$ cat src/rtl/wdog_pkg.sv
package wdog_pkg;
  localparam int unsigned BIT_FLAG   = 7;
  localparam int unsigned BIT_IEN    = 6;
  localparam int unsigned BIT_PRE3   = 5;
  localparam int unsigned BIT_CHG    = 4;
  localparam int unsigned BIT_REN    = 3;
  localparam int unsigned WIN_CYCLES = 4;
  localparam int unsigned PRE_W      = 4;
  localparam int unsigned PRE_SAT    = 9;

  typedef struct packed {
    logic             flag;
    logic             ien;
    logic             ren;
    logic [PRE_W-1:0] pre;
  } csr_t;
endpackage

$ cat src/rtl/wdog_window.sv
module wdog_window #(
  parameter int unsigned WIN = wdog_pkg::WIN_CYCLES
) (
  input  logic clk_i,
  input  logic rst_ni,
  input  logic open_i,
  output logic open_o
);
  localparam int unsigned CW = $clog2(WIN + 1);

  logic [CW-1:0] cnt_q;

  always_ff @(posedge clk_i or negedge rst_ni) begin
    if (!rst_ni)             cnt_q <= '0;
    else if (open_i)         cnt_q <= CW'(WIN);
    else if (cnt_q != '0)    cnt_q <= cnt_q - 1'b1;
  end

  assign open_o = (cnt_q != '0);
endmodule

$ cat src/rtl/wdog_csr.sv
module wdog_csr
  import wdog_pkg::*;
(
  input  logic       clk_i,
  input  logic       rst_ni,
  input  logic       we_i,
  input  logic [7:0] wdata_i,
  input  logic       win_open_i,
  input  logic       rst_flag_i,
  input  logic       ack_i,
  input  logic       expire_i,
  output csr_t       csr_q_o,
  output csr_t       csr_d_o
);
  csr_t q, d;

  always_comb begin
    d = q;
    if (we_i) begin
      d.ien = wdata_i[BIT_IEN];
      if (wdata_i[BIT_FLAG]) d.flag = 1'b0;
      if (win_open_i) begin
        d.ren = wdata_i[BIT_REN];
        d.pre = {wdata_i[BIT_PRE3], wdata_i[2:0]};
      end
    end
    // acknowledge disarms; a coincident timeout still sets the flag
    if (ack_i) begin
      d.flag = 1'b0;
      d.ien  = 1'b0;
    end
    if (expire_i && q.ien) d.flag = 1'b1;
    if (rst_flag_i)        d.ren  = 1'b1;
  end

  always_ff @(posedge clk_i or negedge rst_ni) begin
    if (!rst_ni) q <= '0;
    else         q <= d;
  end

  assign csr_q_o = q;
  assign csr_d_o = d;
endmodule

$ cat src/rtl/wdog_period.sv
module wdog_period #(
  parameter int unsigned BASE    = 3000,
  parameter int unsigned PRE_SAT = wdog_pkg::PRE_SAT,
  parameter int unsigned PRE_W   = wdog_pkg::PRE_W,
  parameter int unsigned CNT_W   = $clog2(BASE << PRE_SAT)
) (
  input  logic [PRE_W-1:0] pre_i,
  output logic [CNT_W-1:0] period_m1_o
);
  localparam int unsigned N = 1 << PRE_W;

  logic [CNT_W-1:0] tab [N];

  for (genvar i = 0; i < N; i++) begin : g_tab
    localparam int unsigned SH = (i > PRE_SAT) ? PRE_SAT : i;
    assign tab[i] = CNT_W'((BASE << SH) - 1);
  end

  assign period_m1_o = tab[pre_i];
endmodule

$ cat src/rtl/wdog_timer.sv
module wdog_timer #(
  parameter int unsigned CNT_W   = 8,
  parameter int unsigned RST_VAL = 0
) (
  input  logic             clk_i,
  input  logic             rst_ni,
  input  logic             run_i,
  input  logic             reload_i,
  input  logic [CNT_W-1:0] load_i,
  output logic             expire_o
);
  logic [CNT_W-1:0] cnt_q;

  assign expire_o = run_i && (cnt_q == '0) && !reload_i;

  always_ff @(posedge clk_i or negedge rst_ni) begin
    if (!rst_ni)                                cnt_q <= CNT_W'(RST_VAL);
    else if (!run_i || reload_i || cnt_q == '0) cnt_q <= load_i;
    else                                        cnt_q <= cnt_q - 1'b1;
  end
endmodule

$ cat src/rtl/wdog_guard.sv
module wdog_guard
  import wdog_pkg::*;
#(
  parameter int unsigned BASE_CYCLES = 3000  // >= 2, BASE_CYCLES << PRE_SAT < 2**32
) (
  input  logic       clk_i,
  input  logic       rst_ni,
  input  logic       reg_we_i,
  input  logic [7:0] reg_wdata_i,
  output logic [7:0] reg_rdata_o,
  input  logic       kick_i,
  input  logic       rst_flag_i,
  input  logic       irq_ack_i,
  output logic       irq_o,
  output logic       sys_rst_o
);
  localparam int unsigned CNT_W = $clog2(BASE_CYCLES << PRE_SAT);

  csr_t             csr_q, csr_d;
  logic             win_open, win_req, expire, run, reload, rst_req_q;
  logic [CNT_W-1:0] load_val;

  assign win_req = reg_we_i && reg_wdata_i[BIT_CHG] && reg_wdata_i[BIT_REN];

  wdog_window #(.WIN(WIN_CYCLES)) i_window (
    .clk_i  (clk_i),
    .rst_ni (rst_ni),
    .open_i (win_req),
    .open_o (win_open)
  );

  wdog_csr i_csr (
    .clk_i      (clk_i),
    .rst_ni     (rst_ni),
    .we_i       (reg_we_i),
    .wdata_i    (reg_wdata_i),
    .win_open_i (win_open),
    .rst_flag_i (rst_flag_i),
    .ack_i      (irq_ack_i),
    .expire_i   (expire),
    .csr_q_o    (csr_q),
    .csr_d_o    (csr_d)
  );

  // reload value follows the next-state prescale so a write takes effect at once
  wdog_period #(
    .BASE    (BASE_CYCLES),
    .PRE_SAT (PRE_SAT),
    .PRE_W   (PRE_W),
    .CNT_W   (CNT_W)
  ) i_period (
    .pre_i       (csr_d.pre),
    .period_m1_o (load_val)
  );

  assign run    = csr_q.ien || csr_q.ren;
  assign reload = kick_i || reg_we_i;

  wdog_timer #(.CNT_W(CNT_W), .RST_VAL(BASE_CYCLES - 1)) i_timer (
    .clk_i    (clk_i),
    .rst_ni   (rst_ni),
    .run_i    (run),
    .reload_i (reload),
    .load_i   (load_val),
    .expire_o (expire)
  );

  // reset when interrupt is disarmed or its previous timeout went unserviced
  always_ff @(posedge clk_i or negedge rst_ni) begin
    if (!rst_ni) rst_req_q <= 1'b0;
    else         rst_req_q <= expire && csr_q.ren && (!csr_q.ien || csr_q.flag);
  end

  assign sys_rst_o   = rst_req_q;
  assign irq_o       = csr_q.flag && csr_q.ien;
  assign reg_rdata_o = {csr_q.flag, csr_q.ien, csr_q.pre[3], win_open,
                        csr_q.ren, csr_q.pre[2:0]};
endmodule

$ cat config.mk
export PLATFORM = sky130hd
export DESIGN_NAME = wdog_guard
export DESIGN_NICKNAME = d
export VERILOG_FILES = /design/src/rtl/wdog_pkg.sv /design/src/rtl/wdog_window.sv /design/src/rtl/wdog_csr.sv /design/src/rtl/wdog_period.sv /design/src/rtl/wdog_timer.sv /design/src/rtl/wdog_guard.sv
export SDC_FILE = /design/constraint.sdc
export NUM_CORES = 1
export LEC_CHECK = 0
export CORE_ASPECT_RATIO = 0.9
export CORE_MARGIN = 5
export CORE_UTILIZATION = 45
export CTS_BUF_LIST = sky130_fd_sc_hd__clkbuf_8
export CTS_CLUSTER_DIAMETER = 200
export DETAILED_ROUTE_END_ITERATION = 16
export GPL_TIMING_DRIVEN = 0
export PLACE_DENSITY_LB_ADDON = 0.25
export SLEW_MARGIN = 20
export SYNTH_ARGS = -nofsm -noshare
export SYNTH_HDL_FRONTEND = slang
export SYNTH_SLANG_ARGS = --single-unit
export TNS_END_PERCENT = 10
$ cat constraint.sdc
create_clock -name clk_i -period 3.3 [get_ports clk_i]
set_clock_uncertainty 0.2 [all_clocks]
set_input_delay 0.99 -clock clk_i [delete_from_list [all_inputs] [get_ports clk_i]]
set_output_delay 0.99 -clock clk_i [all_outputs]
set_load 0.005 [all_outputs]
==> results.md <==
* Diodes inserted at 0
* Synthesis Warnings at 0
* Psw at roughly 0.0006 W
* Initial core utilization at a little under half
* Hold Buf Count CTS at 0
* Vias at 1592
* Routed len/inst at about 15 um
* Combinational power share at ~40%
* Layout Area Growth over Synthesis at 20.4%
* GR Overflow Total at 0
* Min setup slack post-route at between 0.3 and 0.4 ns
* Number of synthesized flops with an enable pin at 0
* Largest fanout on the critical path at 7
* Via-to-Cell Ratio at between 5 and 6
* Period utilization at about nine tenths
* Relative slew slack at between 30% and 40%
* Top-area cell type share of the netlist area at 28.0%
* Initial antenna violation count at 0
* Post-CTS Resized at 0
* Layout cells sized above 1 at between 10% and 20%
* Worst-Margin Slew at ~1.0 ns
* Post-route setup TNS at 0 ns
* Gpl congestion at approximately 0.8
* Cells after Synth at 210
* Pint at a little over 0.001 W
* Max Cap Violations at 0
* Post-route ant nets at 0
* Mapped Nets at 234
* Min Clock Period, post-route at 2.92 ns
* WP data required at roughly 2.1 ns
* Post-synth cell types at 51
* Maximum vdd drop at ~0.34 mV
* Area contributors post-synth: dfrtp_1 (28%), dfstp_2 (11%), ha_1 (6.1%)
* Num ports at 24
* Sequential Power Share at between 40% and 50%
* Multi-input logic area at around 1200 um^2
* Die height at 74.1 um
* Hold slack at roughly 0.26 ns
* Seq/Total Area, Yosys at between 30% and 40%
* CTS sink cnt at 32
* Total CTS buffers at 5
* Core area at 4430 um^2
* Critical Path AT at about 1.7 ns
* Reg2reg setup slack at around 0.71 ns
* FF+latch area at between 800 and 900 um^2
* Max Slew Vio Count at 0
* Width of the die at approximately 80 um
* Synth Register Bits at 32
* Max Root-Sink Buffers at 2
* Buffers on Ports at 22
* Dpl cells at around 300
* Die Area at between 6000 and 7000 um^2
* Post-CTS Setup Inserts at 0
* Vias in the first global route at 1608
* Place WS at 0.234 ns
* Drt pass-1 iters at 4
* Rows at 23
* Post-DP HPWL at around 3500 um
* Ys flop type: dfrtp_1
* Clock Power Share at ~20%
* Clock-pin slew on the worst setup and hold paths at 0.06 ns
* Critical Path End Type: output port
* Average cell area after synthesis at around 9.8 um^2
* Worst-skew pair later-pin latency at slightly below 0.3 ns
* Filler cells at between 400 and 500
* Final WL at about 4500 um
* Synthesized area at 2060 um^2
* DR iter-0 viols at about 100
* First-pass GRT wire length at 7910 um
* F_max at 343 MHz
* Leak at between 0.9 and 1 nW
* Total track usage at between 10% and 20%
* Largest net degree at the start of global routing at 23
* Nets@finish at roughly 260
* Ys async rst share at 100%
* # DRC at 0
* Switching Fraction at a little over a third
* Final Hold Fails at 0
* Area leader, netlist: dfrtp_1
* Status: complete, no violations
* Final Setup Violations at 0
* Crit Path Class: reg -> out
* Unrepaired setup endpoints after global routing: false
* Clk root buf: clkbuf_8
* Pwr dens at between 600 and 700 nW/um^2
* H-tree depth at 2
* Crit start category: register
* Final cell count without fillers at ~300
* HP Class: reg -> reg
* CTS tree: done
-- cell usage after synthesis (2+ instances only) --
library cell,number
nor2_1,25
dfrtp_1,23
nand2_1,14
xnor2_1,14
inv_1,11
ha_1,10
dfstp_2,9
a31oi_1,8
nor3_1,7
o21ai_0,7
a21oi_1,6
nand3_1,6
mux2_2,5
mux2i_1,5
nand2b_1,5
a211oi_1,3
and3_1,3
buf_4,3
nand4_1,3
nor2b_1,3
a41oi_1,2
buf_6,2
nand4b_1,2
nor3b_1,2
nor4_1,2
nor4_4,2
o21a_1,2
or2_2,2
xor2_1,2
-- metal layers --
metal | up-vias | wire length (um) | global-route usage, %
li1 | 810 | - | -
met5 | - | 0 | 0
met4 | 0 | 81 | 5.82
met3 | 7 | 149 | 4.12
met1 | 752 | 2270 | 23.8
met2 | 23 | 2030 | 26.9
-- kinds of logic after synthesis --
group                    Yosys count  share of synthesized area (%)
AND/OR/NAND/NOR                   83                           23.1
AO/OA/AOI/OAI                     39                           13.0
flip-flops                        32                           39.5
buffers and inverters             18                           4.56
XOR/XNOR                          16                           6.81
multiplexers                      12                           6.93
adder cells (fa/ha/maj)           10                           6.08
-- sequential cells by signal (all words and copies together), names as in the netlist --
register and count:
i_timer.cnt_q 21, i_csr.csr_q_o 7, i_window.cnt_q 3, sys_rst_o 1
-- through the flow --
step / power (W) / area, um^2 / utilization, %
global placement: 0.00130 / 2350 / 53.1
global route: 0.00176 / 2480 / 55.9
CTS: 0.00164 / 2480 / 55.9
finish: 0.00163 / 2480 / 55.9
detailed placement: 0.00130 / 2380 / 53.6
floorplan: 0.00110 / 2060 / -
-- cell type report --
cell class | instances | area share, %
multi-input combinational | 160 | 46.5
sequential | 32 | 32.8
timing repair buffer | 23 | 9.80
clock buffer | 7 | 3.89
tap | 62 | 3.13
buffer | 6 | 1.97
inverter | 12 | 1.82
clock inverter | 1 | 0.152
-- critical path, cell delays in order, from the launching register on --
cell and delay, ns:
dfrtp_1 0.36, inv_1 0.07, ha_1 0.20, nand2b_1 0.07
buf_4 0.15, buf_4 0.11, clkdlybuf4s50_1 0.48
-- cells in the final DEF, fill, tap and decap left out, types with 2 or more instances in the layout --
cell,netlist,final
nand4b_1,2,2
inv_1,11,12
dfrtp_1,23,23
nand4_1,3,3
or2_2,2,2
nand2_1,14,14
nand3_1,6,6
nor4_4,2,2
dfstp_2,9,9
a41oi_1,2,2
clkdlybuf4s50_1,0,21
and3_1,3,3
nor3_1,7,7
a211oi_1,3,3
buf_6,2,2
mux2_2,5,5
buf_4,3,3
ha_1,10,10
o21a_1,2,2
xor2_1,2,2
nor2_1,25,25
a31oi_1,8,8
nor3b_1,2,2
xnor2_1,14,14
mux2i_1,5,5
a21oi_1,6,6
clkbuf_8,0,7
nor2b_1,3,3
nand2b_1,5,5
o21ai_0,7,7
nor4_1,2,2
-- worst paths after layout --
kind | from | to | depth (start not counted)
setup reg to reg | i_window.cnt_q[0]$_DFFE_PN0P_ | i_timer.cnt_q[12]$_DFF_PN0_ | 10
min in group asynchronous | rst_ni | i_csr.csr_q_o[3]$_DFF_PN0_ | 1
hold / removal | i_timer.cnt_q[0]$_DFF_PN1_ | i_timer.cnt_q[0]$_DFF_PN1_ | 1
max in group asynchronous | rst_ni | i_timer.cnt_q[4]$_DFF_PN1_ | 2
hold reg to reg | i_timer.cnt_q[0]$_DFF_PN1_ | i_timer.cnt_q[0]$_DFF_PN1_ | 1
setup / recovery | i_window.cnt_q[0]$_DFFE_PN0P_ | reg_rdata_o[4] | 6
-- power groups by stage --
stage          clock network [W]  registers (W)  logic, W
6_report                0.000327       0.000659  0.000644
5_1_grt                 0.000358       0.000685  0.000719
4_1_cts                 0.000338       0.000660  0.000644
3_5_place_dp                   0       0.000666  0.000639
3_3_place_gp                   0       0.000664  0.000632
2_1_floorplan                  0       0.000644  0.000458
(Power assumes the default switching activity.)
